File: src/rtl/bi_pkg.sv
package bi_pkg;

  // Burst sequencer phases; only the two wait phases drop ready.
  typedef enum logic [1:0] {
    SEQ_IDLE  = 2'd0,
    SEQ_WAIT1 = 2'd1,
    SEQ_FIRST = 2'd2,
    SEQ_WAIT2 = 2'd3
  } seq_state_t;

  // Population count over a word zero-extended to 64 bits.
  function automatic int unsigned ones64(input logic [63:0] v);
    int unsigned n;
    n = 0;
    for (int i = 0; i < 64; i++) n += int'(v[i]);
    return n;
  endfunction

endpackage

File: src/rtl/bi_enable_latch.sv
module bi_enable_latch (
  input  logic clk,
  input  logic rst,
  input  logic set_i,
  output logic en_o
);
  logic en_q;

  always_ff @(posedge clk) begin
    if (rst)        en_q <= 1'b0;
    else if (set_i) en_q <= 1'b1;
  end

  assign en_o = en_q;


  sticky_en_chk: assert property (@(posedge clk) disable iff (rst)
    en_q |=> en_q);

endmodule

File: src/rtl/bi_burst_seq.sv
module bi_burst_seq
  import bi_pkg::*;
(
  input  logic clk,
  input  logic rst,
  input  logic en_i,
  input  logic start_i,
  input  logic accept_i,
  output logic rdy_o
);
  seq_state_t st_q, st_d;

  always_comb begin
    st_d = st_q;
    if (start_i) begin
      st_d = en_i ? SEQ_WAIT1 : SEQ_IDLE;
    end else begin
      unique case (st_q)
        SEQ_WAIT1: st_d = SEQ_FIRST;
        SEQ_FIRST: if (accept_i) st_d = SEQ_WAIT2;
        SEQ_WAIT2: st_d = SEQ_IDLE;
        default:   st_d = SEQ_IDLE;
      endcase
    end
  end

  always_ff @(posedge clk) begin
    if (rst) st_q <= SEQ_IDLE;
    else     st_q <= st_d;
  end

  assign rdy_o = !((st_q == SEQ_WAIT1) || (st_q == SEQ_WAIT2));


  wait_single_chk: assert property (@(posedge clk) disable iff (rst)
    (!rdy_o && !start_i) |=> rdy_o);


  no_wait_off_chk: assert property (@(posedge clk) disable iff (rst)
    !en_i |-> rdy_o);

endmodule

File: src/rtl/bi_tx_encoder.sv
module bi_tx_encoder
  import bi_pkg::*;
#(
  parameter int W = 16
) (
  input  logic         clk,
  input  logic         rst,
  input  logic         accept_i,
  input  logic         encode_i,
  input  logic [W-1:0] data_i,
  output logic [W-1:0] dq_o,
  output logic         pol_o
);
  localparam int HALF = W / 2;
  localparam int CW   = $clog2(W + 1);

  logic [W-1:0] dq_q;
  logic         pol_q;
  logic [CW-1:0] flips;
  logic         invert;
  logic [W-1:0] drive_word;

  // Bits that would switch against the word currently on the bus.
  assign flips      = CW'(ones64(64'(data_i ^ dq_q)));
  assign invert     = encode_i && (int'(flips) > HALF);
  assign drive_word = invert ? ~data_i : data_i;

  always_ff @(posedge clk) begin
    if (rst) begin
      dq_q  <= '0;
      pol_q <= 1'b0;
    end else if (accept_i) begin
      dq_q  <= drive_word;
      pol_q <= invert;
    end
  end

  assign dq_o  = dq_q;
  assign pol_o = pol_q;


  toggle_cap_chk: assert property (@(posedge clk) disable iff (rst)
    (accept_i && encode_i) |=> ($countones(dq_q ^ $past(dq_q)) <= HALF));


  recover_chk: assert property (@(posedge clk) disable iff (rst)
    accept_i |=> ((pol_q ? ~dq_q : dq_q) == $past(data_i)));


  plain_pol_chk: assert property (@(posedge clk) disable iff (rst)
    (accept_i && !encode_i) |=> !pol_q);


  hold_bus_chk: assert property (@(posedge clk) disable iff (rst)
    !accept_i |=> ($stable(dq_q) && $stable(pol_q)));

endmodule

File: src/rtl/bi_rx_decoder.sv
module bi_rx_decoder #(
  parameter int W = 16
) (
  input  logic         clk,
  input  logic         rst,
  input  logic         valid_i,
  input  logic         pol_i,
  input  logic [W-1:0] data_i,
  output logic         valid_o,
  output logic [W-1:0] data_o
);
  logic         vld_q;
  logic [W-1:0] word_q;

  always_ff @(posedge clk) begin
    if (rst) begin
      vld_q  <= 1'b0;
      word_q <= '0;
    end else begin
      vld_q <= valid_i;
      if (valid_i) word_q <= pol_i ? ~data_i : data_i;
    end
  end

  assign valid_o = vld_q;
  assign data_o  = word_q;


  wr_flag_chk: assert property (@(posedge clk) disable iff (rst)
    valid_i |=> valid_o);


  wr_hold_chk: assert property (@(posedge clk) disable iff (rst)
    !valid_i |=> $stable(data_o));

endmodule

File: src/rtl/bi_burst_encoder.sv
module bi_burst_encoder #(
  parameter int W = 16
) (
  input  logic         clk,
  input  logic         rst,
  input  logic         enable_cmd_i,
  input  logic         burst_start_i,
  input  logic         rd_valid_i,
  input  logic         rd_burst_i,
  input  logic [W-1:0] rd_data_i,
  output logic [W-1:0] dq_o,
  output logic         pol_o,
  output logic         rdy_o,
  input  logic         wr_valid_i,
  input  logic         wr_pol_i,
  input  logic [W-1:0] wr_data_i,
  output logic         wr_valid_o,
  output logic [W-1:0] wr_data_o
);
  logic func_on;
  logic rd_accept;
  logic rd_encode;

  assign rd_accept = rd_valid_i && rdy_o && !burst_start_i;
  assign rd_encode = func_on && rd_burst_i;

  bi_enable_latch u_en (
    .clk   (clk),
    .rst   (rst),
    .set_i (enable_cmd_i),
    .en_o  (func_on)
  );

  bi_burst_seq u_seq (
    .clk      (clk),
    .rst      (rst),
    .en_i     (func_on),
    .start_i  (burst_start_i),
    .accept_i (rd_accept),
    .rdy_o    (rdy_o)
  );

  bi_tx_encoder #(.W(W)) u_tx (
    .clk      (clk),
    .rst      (rst),
    .accept_i (rd_accept),
    .encode_i (rd_encode),
    .data_i   (rd_data_i),
    .dq_o     (dq_o),
    .pol_o    (pol_o)
  );

  bi_rx_decoder #(.W(W)) u_rx (
    .clk     (clk),
    .rst     (rst),
    .valid_i (wr_valid_i),
    .pol_i   (wr_pol_i),
    .data_i  (wr_data_i),
    .valid_o (wr_valid_o),
    .data_o  (wr_data_o)
  );


  no_take_in_wait_chk: assert property (@(posedge clk) disable iff (rst)
    (rd_valid_i && !rdy_o) |=> ($stable(dq_o) && $stable(pol_o)));

endmodule

File: config.mk
export PLATFORM = sky130hd
export DESIGN_NAME = bi_burst_encoder
export DESIGN_NICKNAME = d
export VERILOG_FILES = /design/src/rtl/bi_pkg.sv /design/src/rtl/bi_enable_latch.sv /design/src/rtl/bi_burst_seq.sv /design/src/rtl/bi_tx_encoder.sv /design/src/rtl/bi_rx_decoder.sv /design/src/rtl/bi_burst_encoder.sv
export SDC_FILE = /design/constraint.sdc
export NUM_CORES = 1
export LEC_CHECK = 0
export BUFFER_PORTS_ARGS = -buffer_cell sky130_fd_sc_hd__buf_4
export CAP_MARGIN = 10
export CELL_PAD_IN_SITES_DETAIL_PLACEMENT = 1
export CELL_PAD_IN_SITES_GLOBAL_PLACEMENT = 2
export CORE_ASPECT_RATIO = 0.9
export CORE_MARGIN = 2
export CORE_UTILIZATION = 25
export DETAILED_ROUTE_END_ITERATION = 6
export GPL_TIMING_DRIVEN = 0
export HOLD_SLACK_MARGIN = 0.02
export PLACE_DENSITY_LB_ADDON = 0.1
export SYNTH_ARGS = -nofsm -noshare
export SYNTH_HDL_FRONTEND = slang
export SYNTH_SLANG_ARGS = --single-unit
File: constraint.sdc
create_clock -name clk -period 10.8 [get_ports clk]
set_input_delay 0 -clock clk [delete_from_list [all_inputs] [get_ports clk]]
set_output_delay 0 -clock clk [all_outputs]
set_load 0.1 [all_outputs]
==> results of run 1 <==
## sequential cells by signal (all words and copies together) (netlist names)
| signal | flops |
|---|---|
| u_tx.dq_o | 16 |
| u_tx.pol_o | 1 |
| u_en.en_o | 1 |
| u_rx.data_o | 16 |
| u_rx.valid_o | 1 |
| u_seq.st_q | 2 |
## cells in the final DEF (no fill, tap or decap)
cell type / Yosys / layout
buf_1: 2 / 2
clkbuf_8: 0 / 5
a21oi_1: 3 / 3
clkbuf_1: 11 / 11
and3b_1: 1 / 1
or2_2: 1 / 1
clkinv_2: 0 / 1
buf_6: 2 / 2
xor2_1: 12 / 12
a31oi_1: 1 / 1
dlygate4sd3_1: 0 / 25
ha_1: 8 / 8
o31ai_1: 1 / 1
xnor2_1: 20 / 20
a22oi_1: 1 / 1
buf_2: 4 / 4
nor2b_2: 1 / 1
nor2_1: 38 / 38
o21ai_0: 16 / 16
or3_1: 16 / 16
mux2_4: 1 / 1
inv_1: 10 / 10
nor3_1: 1 / 1
o21ai_1: 1 / 1
dfxtp_1: 37 / 37
nor2b_1: 2 / 2
buf_4: 0 / 71
a211oi_1: 17 / 17
nand2_1: 2 / 2
o211ai_2: 1 / 1
a311oi_2: 2 / 2
nor2_2: 1 / 1
bufinv_16: 0 / 2
fa_1: 10 / 10
or3b_2: 1 / 1
a311oi_1: 14 / 14
## area by class of cell
cell class	count	share of cell area
Buffer	19	0.02809
Clock buffer	5	0.02116
Clock inverter	3	0.02001
Inverter	10	0.01154
Multi-Input combinational cell	172	0.4048
Sequential cell	37	0.2278
Tap cell	119	0.04579
Timing Repair Buffer	96	0.2409
## per-stage QoR
stage	area, um^2	hold slack, ns
5_1_grt	3252	0.03323
6_report	3252	0.02493
3_3_place_gp	2868	0.2095
3_5_place_dp	2868	0.2131
4_1_cts	3252	0.02083
2_1_floorplan	2186	0.07931
## routing by layer
| metal | vias up | global-route usage |
|---|---|---|
| li1 | 1031 | - |
| met1 | 996 | 0.2065 |
| met2 | 47 | 0.2440 |
| met3 | 6 | 0.03321 |
| met4 | 0 | 0.03556 |
| met5 | - | 0 |
## cells by family (layout without fill, tap and decap cells)
logic type	count (synthesis)	count (layout)	synth area share
flops	37	37	0.3389
simple gates	64	64	0.1402
xor+xnor	32	32	0.1282
fa+ha+maj	18	18	0.1374
compound gates	57	57	0.1895
buf+inv	29	133	0.05896
mux	1	1	0.006867
## power breakdown
part	switching [mW]	internal (mW)	total [mW]
registers	0.00876	0.148	0.157
clock network	0.0524	0.0918	0.144
logic	0.344	0.193	0.537
## worst max path at each step
stage | start | to | slack, ns | depth (start not counted)
final | rd_data_i[0] | u_tx.dq_o[8]$_SDFFE_PP0P_ | 5.37 | 17
after global routing | rd_data_i[0] | u_tx.dq_o[5]$_SDFFE_PP0P_ | 5.04 | 17
after CTS | rd_data_i[0] | u_tx.dq_o[8]$_SDFFE_PP0P_ | 5.37 | 17
after detailed placement | u_tx.dq_o[0]$_SDFFE_PP0P_ | u_tx.dq_o[8]$_SDFFE_PP0P_ | 5.43 | 15
after global placement | u_tx.dq_o[0]$_SDFFE_PP0P_ | u_tx.dq_o[4]$_SDFFE_PP0P_ | 5.48 | 15
after floorplan | u_tx.dq_o[0]$_SDFFE_PP0P_ | u_tx.dq_o[2]$_SDFFE_PP0P_ | 5.11 | 14
## worst max-delay path, delay by kind of cell
family	cells	cell delay [ns]
XOR/XNOR	1	0.14
adder cells (fa/ha/maj)	7	3.34
AO/OA/AOI/OAI	4	0.83
buffers and inverters	4	1.23
AND/OR/NAND/NOR	1	0.10
==> impl_metrics.py, run 1 <==
metrics = {
    "run_status": {
        "status": "complete, no violations",
    },
    "clock_network": {
        "cts.reportedPaths.clkPinSlew_ns": 0.08,
        "cts-root-buf": "clkbuf_8",
        "cts-resized-gates": 0,
        "postCtsSetupBuffers": 0,
        "hold_buffers": 25,
        "clock_sinks": 37,
        "clk-insertion-delay-late_ns": 0.29,
        "tritoncts": "built",
        "cts_made_buffers": 5,
        "h-tree-depth": 2,
        "clockBufferDepth": 2,
    },
    "critical_path": {
        "rr_startpoint": "u_tx.dq_o[0]$_SDFFE_PP0P_",
        "critical_path.max_stage_delay_ns": 0.54,
        "worstReg2RegEnd": "u_tx.dq_o[8]$_SDFFE_PP0P_",
        "worst_setup_path_end_kind": "flop",
        "worst_setup_path_category": "in -> reg",
        "crit_path_cell_trace": "dlygate4sd3_1 -> buf_4 -> xor2_1 -> ha_1 -> fa_1 -> fa_1 -> fa_1 -> inv_1 -> fa_1 -> fa_1 -> fa_1 -> nor2_1 -> a22oi_1 -> o211ai_2 -> clkbuf_1 -> o21ai_0 -> a311oi_1",
        "cpMaxStageDelayCell": "dlygate4sd3_1",
        "critical_path.most_common_cell": "fa_1",
        "worst_setup_path_start_kind": "input pin",
        "worstPathMaxFanout": 10,
        "critical_path_required_ns": 10.99,
        "reg2reg_depth": 15,
        "worstPathArrival_ns": 5.63,
        "setup.reg_to_reg.worst_slack_ns": 5.41,
    },
    "logic_synthesis": {
        "synth_sequential_area_ratio": 0.3389,
        "synth.area.top_cells": "dfxtp_1 (34%), fa_1 (9.2%), xnor2_1 (8.0%)",
        "post_synthesis_cell_type_count": 31,
        "synth_area_mm2": 0.002186,
        "synth.net_count": 296,
        "number_of_enable_flip_flop_cells_after_synthesis": 0,
        "cell_accounting_for_the_most_synthesized_area": "dfxtp_1",
        "share_of_the_synthesized_area_in_the_top_cell_type": 0.3389,
        "ys_ff_latch": 37,
        "yosys_warnings": 0,
        "synthTopCellsByCount": "nor2_1 (38), dfxtp_1 (37), xnor2_1 (20), a211oi_1 (17)",
        "gate_count_post_synth": 238,
        "synth_async_sr_flop_share": 0,
        "dominantRegCellSynth": "dfxtp_1",
        "synthMostInstantiatedCell": "nor2_1",
        "mean_cell_area_of_the_mapped_netlist_um2": 9.184,
    },
    "timing": {
        "worst-slew-pin-transition_ns": 0.5799,
        "maxClockFrequency_mhz": 184.1,
        "rsz_0062_raised_after_global_routing": "false",
        "timing.final.hold_violations": 0,
        "finalWorstPathRequiredPeriod_ns": 5.433,
        "final.period_utilization": 0.5031,
        "timing.final.max_slew_violations": 0,
        "timing.setup.tns_ns": 0,
        "timing.max_slew.rel_slack": 0.6134,
        "final_worst_slack_ns": 5.367,
        "timing.clock.skew_ns": 0.009786,
        "finalSetupViolCount": 0,
    },
    "cells_and_area": {
        "final_util": 0.3813,
        "areaGrowthSynthToFinish_pct": 48.77,
        "layout.filler_cells": 1030,
        "multi_input_comb_area_mm2": 0.001316,
        "final-seq-area_um2": 740.7,
        "total_inserted_antenna_cells": 0,
        "finalNonFillerCells": 461,
        "final_net_count": 399,
        "fraction_of_final_layout_cells_sized_beyond_drive_strength_1": 0.2719,
    },
    "place": {
        "place.gp.congestion": 0.7190,
        "post-place-ws_ns": 5.433,
        "port-buffer-count": 71,
        "hpwlAfterDp_um": 5000,
        "place_inst": 428,
    },
    "route": {
        "wirelength_met1_um": 3267,
        "route.top_layer_used": "met4",
        "drt-wirelength-per-cell_um": 14.88,
        "num_vias": 2080,
        "detail_route.vias_per_cell": 4.512,
        "ant_nets": 0,
        "route.met2.wl_um": 3225,
        "detail_route.first_pass.iterations": 4,
        "dr.first_iter.drc_count": 42,
        "route.detailed.drc": 0,
        "met3WireLength_um": 304,
        "routed_wl_um": 6861,
    },
    "floorplan": {
        "initial_core_util": 0.2563,
        "design.portCount": 75,
        "die_x_um": 102.6,
        "num_rows": 32,
        "fp.dieArea_mm2": 0.009509,
        "floorplan.core_area_mm2": 0.008528,
        "die-height_um": 92.71,
    },
    "hold_path": {
        "min_delay_worst_endpoint": "u_tx.dq_o[12]$_SDFFE_PP0P_",
        "worstHoldPathType": "in -> reg",
        "min_delay_path_depth": 3,
        "hold_path.startpoint": "rd_data_i[12]",
    },
    "global_route": {
        "vias_in_the_first_global_route": 2238,
        "remaining_global_route_overflow": 0,
        "grt_max_degree": 13,
        "grt_antenna_before_repair": 0,
        "globalRouteTotalUtil": 0.1517,
        "grt_first_pass_wirelength_um": 11110,
    },
    "power_and_ir_drop": {
        "vdd_ir_drop_max_v": 0.0001454,
        "p_leak_nw": 1.343,
        "design_power_total_mw": 0.8379,
        "power.density_mw_per_mm2": 257.7,
    },
    "flow_run": {
        "max-cap-violations": 0,
    },
}
No activity file was read; power rests on OpenSTA's default activity.
==> run 2: changes to the inputs <==
- clock period: 10.8 -> 4.5 ns (I/O delays scaled with it)
==> impl_metrics.py, run 2 (same netlist as run 1, synthesis figures left out) <==
metrics = {
    "run_status": {
        "status": "complete, but fails checks",
        "failed_checks": "negative setup slack",
    },
    "critical_path": {
        "timing.critical_path.from": "u_tx.dq_o[1]$_SDFFE_PP0P_",
        "worst_setup_path_category": "reg -> reg",
        "rr_startpoint": "u_tx.dq_o[1]$_SDFFE_PP0P_",
        "worst_setup_path_end_kind": "flop",
        "worstReg2RegEnd": "u_tx.dq_o[10]$_SDFFE_PP0P_",
        "critical_path.max_stage_delay_ns": 0.51,
        "critical_path.most_common_cell": "fa_1",
        "setup.reg_to_reg.worst_slack_ns": -0.34,
        "worstPathMaxFanout": 8,
        "worst_setup_path_start_kind": "flop",
        "worstPathArrival_ns": 5.04,
        "reg2reg_depth": 14,
        "count_of_buffer_and_inverter_cells_on_the_critical_path": 2,
        "crit_path_cell_trace": "xor2_2 -> ha_1 -> fa_1 -> fa_1 -> fa_1 -> inv_1 -> fa_1 -> fa_2 -> fa_2 -> and3b_1 -> mux2_4 -> buf_8 -> or3_1 -> a311oi_1",
        "critical_path_required_ns": 4.70,
        "cpMaxStageDelayCell": "fa_1",
        "critical-path-top-delay-family": "adder cells",
    },
    "floorplan": {
        "fp.dieArea_mm2": 0.009509,
        "floorplan.core_area_mm2": 0.008528,
        "design.portCount": 75,
        "initial_core_util": 0.2563,
        "die-height_um": 92.71,
        "die_x_um": 102.6,
        "num_rows": 32,
    },
    "route": {
        "num_vias": 2154,
        "detail_route.vias_per_cell": 4.554,
        "drt-wirelength-per-cell_um": 14.64,
        "ant_nets": 0,
        "detail_route.first_pass.iterations": 6,
        "dr.first_iter.drc_count": 28,
        "route.detailed.drc": 0,
        "routed_wl_um": 6927,
    },
    "flow_run": {
        "max-cap-violations": 0,
    },
    "cells_and_area": {
        "layout.cells.most_common": "buf_4",
        "areaGrowthSynthToFinish_pct": 57.18,
        "total_inserted_antenna_cells": 0,
        "final_net_count": 411,
        "fraction_of_final_layout_cells_sized_beyond_drive_strength_1": 0.3362,
        "mostFrequentLayoutCells": "buf_4 (76), nor2_1 (38), dlygate4sd3_1 (32)",
    },
    "global_route": {
        "grt_max_degree": 12,
        "remaining_global_route_overflow": 0,
        "globalRouteTotalUtil": 0.1549,
        "grt_first_pass_wirelength_um": 11330,
        "vias_in_the_first_global_route": 2247,
        "grt_antenna_before_repair": 0,
    },
    "timing": {
        "maxClockFrequency_mhz": 206.4,
        "finalSetupViolCount": 17,
        "worst-slew-pin-transition_ns": 0.6414,
        "timing.final.max_slew_violations": 0,
        "timing.final.hold_violations": 0,
        "final_worst_slack_ns": -0.3443,
        "final.period_utilization": 1.077,
        "rsz_0062_raised_after_global_routing": "true",
        "timing.clock.skew_ns": 0.002842,
        "finalWorstPathRequiredPeriod_ns": 4.844,
        "timing.setup.tns_ns": -5.085,
        "timing.max_slew.rel_slack": 0.5724,
    },
    "clock_network": {
        "cts_made_buffers": 5,
        "h-tree-depth": 2,
        "clock_sinks": 37,
        "clk-insertion-delay-late_ns": 0.29,
        "tritoncts": "built",
        "cts.reportedPaths.clkPinSlew_ns": 0.08,
        "cts-root-buf": "clkbuf_8",
        "clockBufferDepth": 2,
    },
    "hold_path": {
        "hold_path.startpoint": "rd_data_i[1]",
        "min_delay_path_depth": 3,
        "worstHoldPathType": "in -> reg",
        "min_delay_worst_endpoint": "u_tx.dq_o[1]$_SDFFE_PP0P_",
    },
    "power_and_ir_drop": {
        "power.density_mw_per_mm2": 649.1,
        "vdd_ir_drop_max_v": 0.0003726,
        "design_power_total_mw": 2.230,
        "p_leak_nw": 1.412,
    },
    "place": {
        "hpwlAfterDp_um": 5012,
        "port-buffer-count": 71,
        "post-place-ws_ns": -0.5847,
        "place.gp.congestion": 0.7441,
    },
}
-- run 2: changes by cell type in the layout (fill, tap and decap cells not counted), moves of 3 or more --
cell           delta
dfxtp_1           -7
clkbuf_1          -3
buf_4             +5
a311oi_2          +5
dlygate4sd3_1     +7
dfxtp_2           +5
a311oi_1          -5
-- run 2: final cells by class --
type	instances	area, um^2
plain buffers	19	137.6
clock buffers	6	72.57
clock inverters	2	10.01
fillers	993	5092
inverters	10	37.54
multi-input cells	172	1384
flip-flops and latches	37	754.5
well taps	119	148.9
repair buffers	108	890.9
-- run 2: routing by layer --
metal  global-route usage  part of all wire
met5                    0                 0
met4              0.04000             0.011
met3              0.03396             0.046
met2               0.2538              0.48
met1               0.2051              0.46
-- run 2: worst register-to-register path, cell delays in order (launching register included) --
cell,delay [ns]
dfxtp_4,0.35
xor2_2,0.14
ha_1,0.31
fa_1,0.51
fa_1,0.43
fa_1,0.49
inv_1,0.05
fa_1,0.47
fa_2,0.38
fa_2,0.39
and3b_1,0.17
mux2_4,0.31
buf_8,0.14
or3_1,0.33
a311oi_1,0.27
-- run 2: power breakdown --
part	total [mW]	switching, mW	leakage, nW	internal [mW]
combinational	1.62	0.908	1.06	0.711
sequential	0.378	0.0216	0.309	0.356
clock	0.233	0.125	0.0450	0.108
total	2.23	1.06	1.41	1.17
-- run 2: worst max-delay path by stage --
stage                                       endpoint  cells after the start
after floorplan            u_tx.dq_o[2]$_SDFFE_PP0P_                     14
after global placement     u_tx.dq_o[4]$_SDFFE_PP0P_                     14
after detailed placement   u_tx.dq_o[4]$_SDFFE_PP0P_                     14
after CTS                 u_tx.dq_o[10]$_SDFFE_PP0P_                     14
after global routing       u_tx.dq_o[1]$_SDFFE_PP0P_                     14
final                     u_tx.dq_o[10]$_SDFFE_PP0P_                     14
-- run 2: timing repair --
item / CTS / global route
pin swaps: 1 / 1
endpoints found under the setup margin: 17 / 17
hold endpoints to repair: 34 / 0
buffers inserted: 5 / 0
resized for setup: 15 / 7
hold buffers: 32 / 0
-- run 2: stage by stage --
step | hold WS (ns) | utilization | cells | instance area (um^2)
3_3_place_gp | 0.2108 | 0.3385 | 428 | 2887
4_1_cts | 0.002285 | 0.3977 | 473 | 3392
2_1_floorplan | 0.07931 | - | 238 | 2205
6_report | 0.006628 | 0.4029 | 473 | 3436
5_1_grt | 0.03167 | 0.4029 | 473 | 3436
3_5_place_dp | 0.2141 | 0.3385 | 428 | 2887
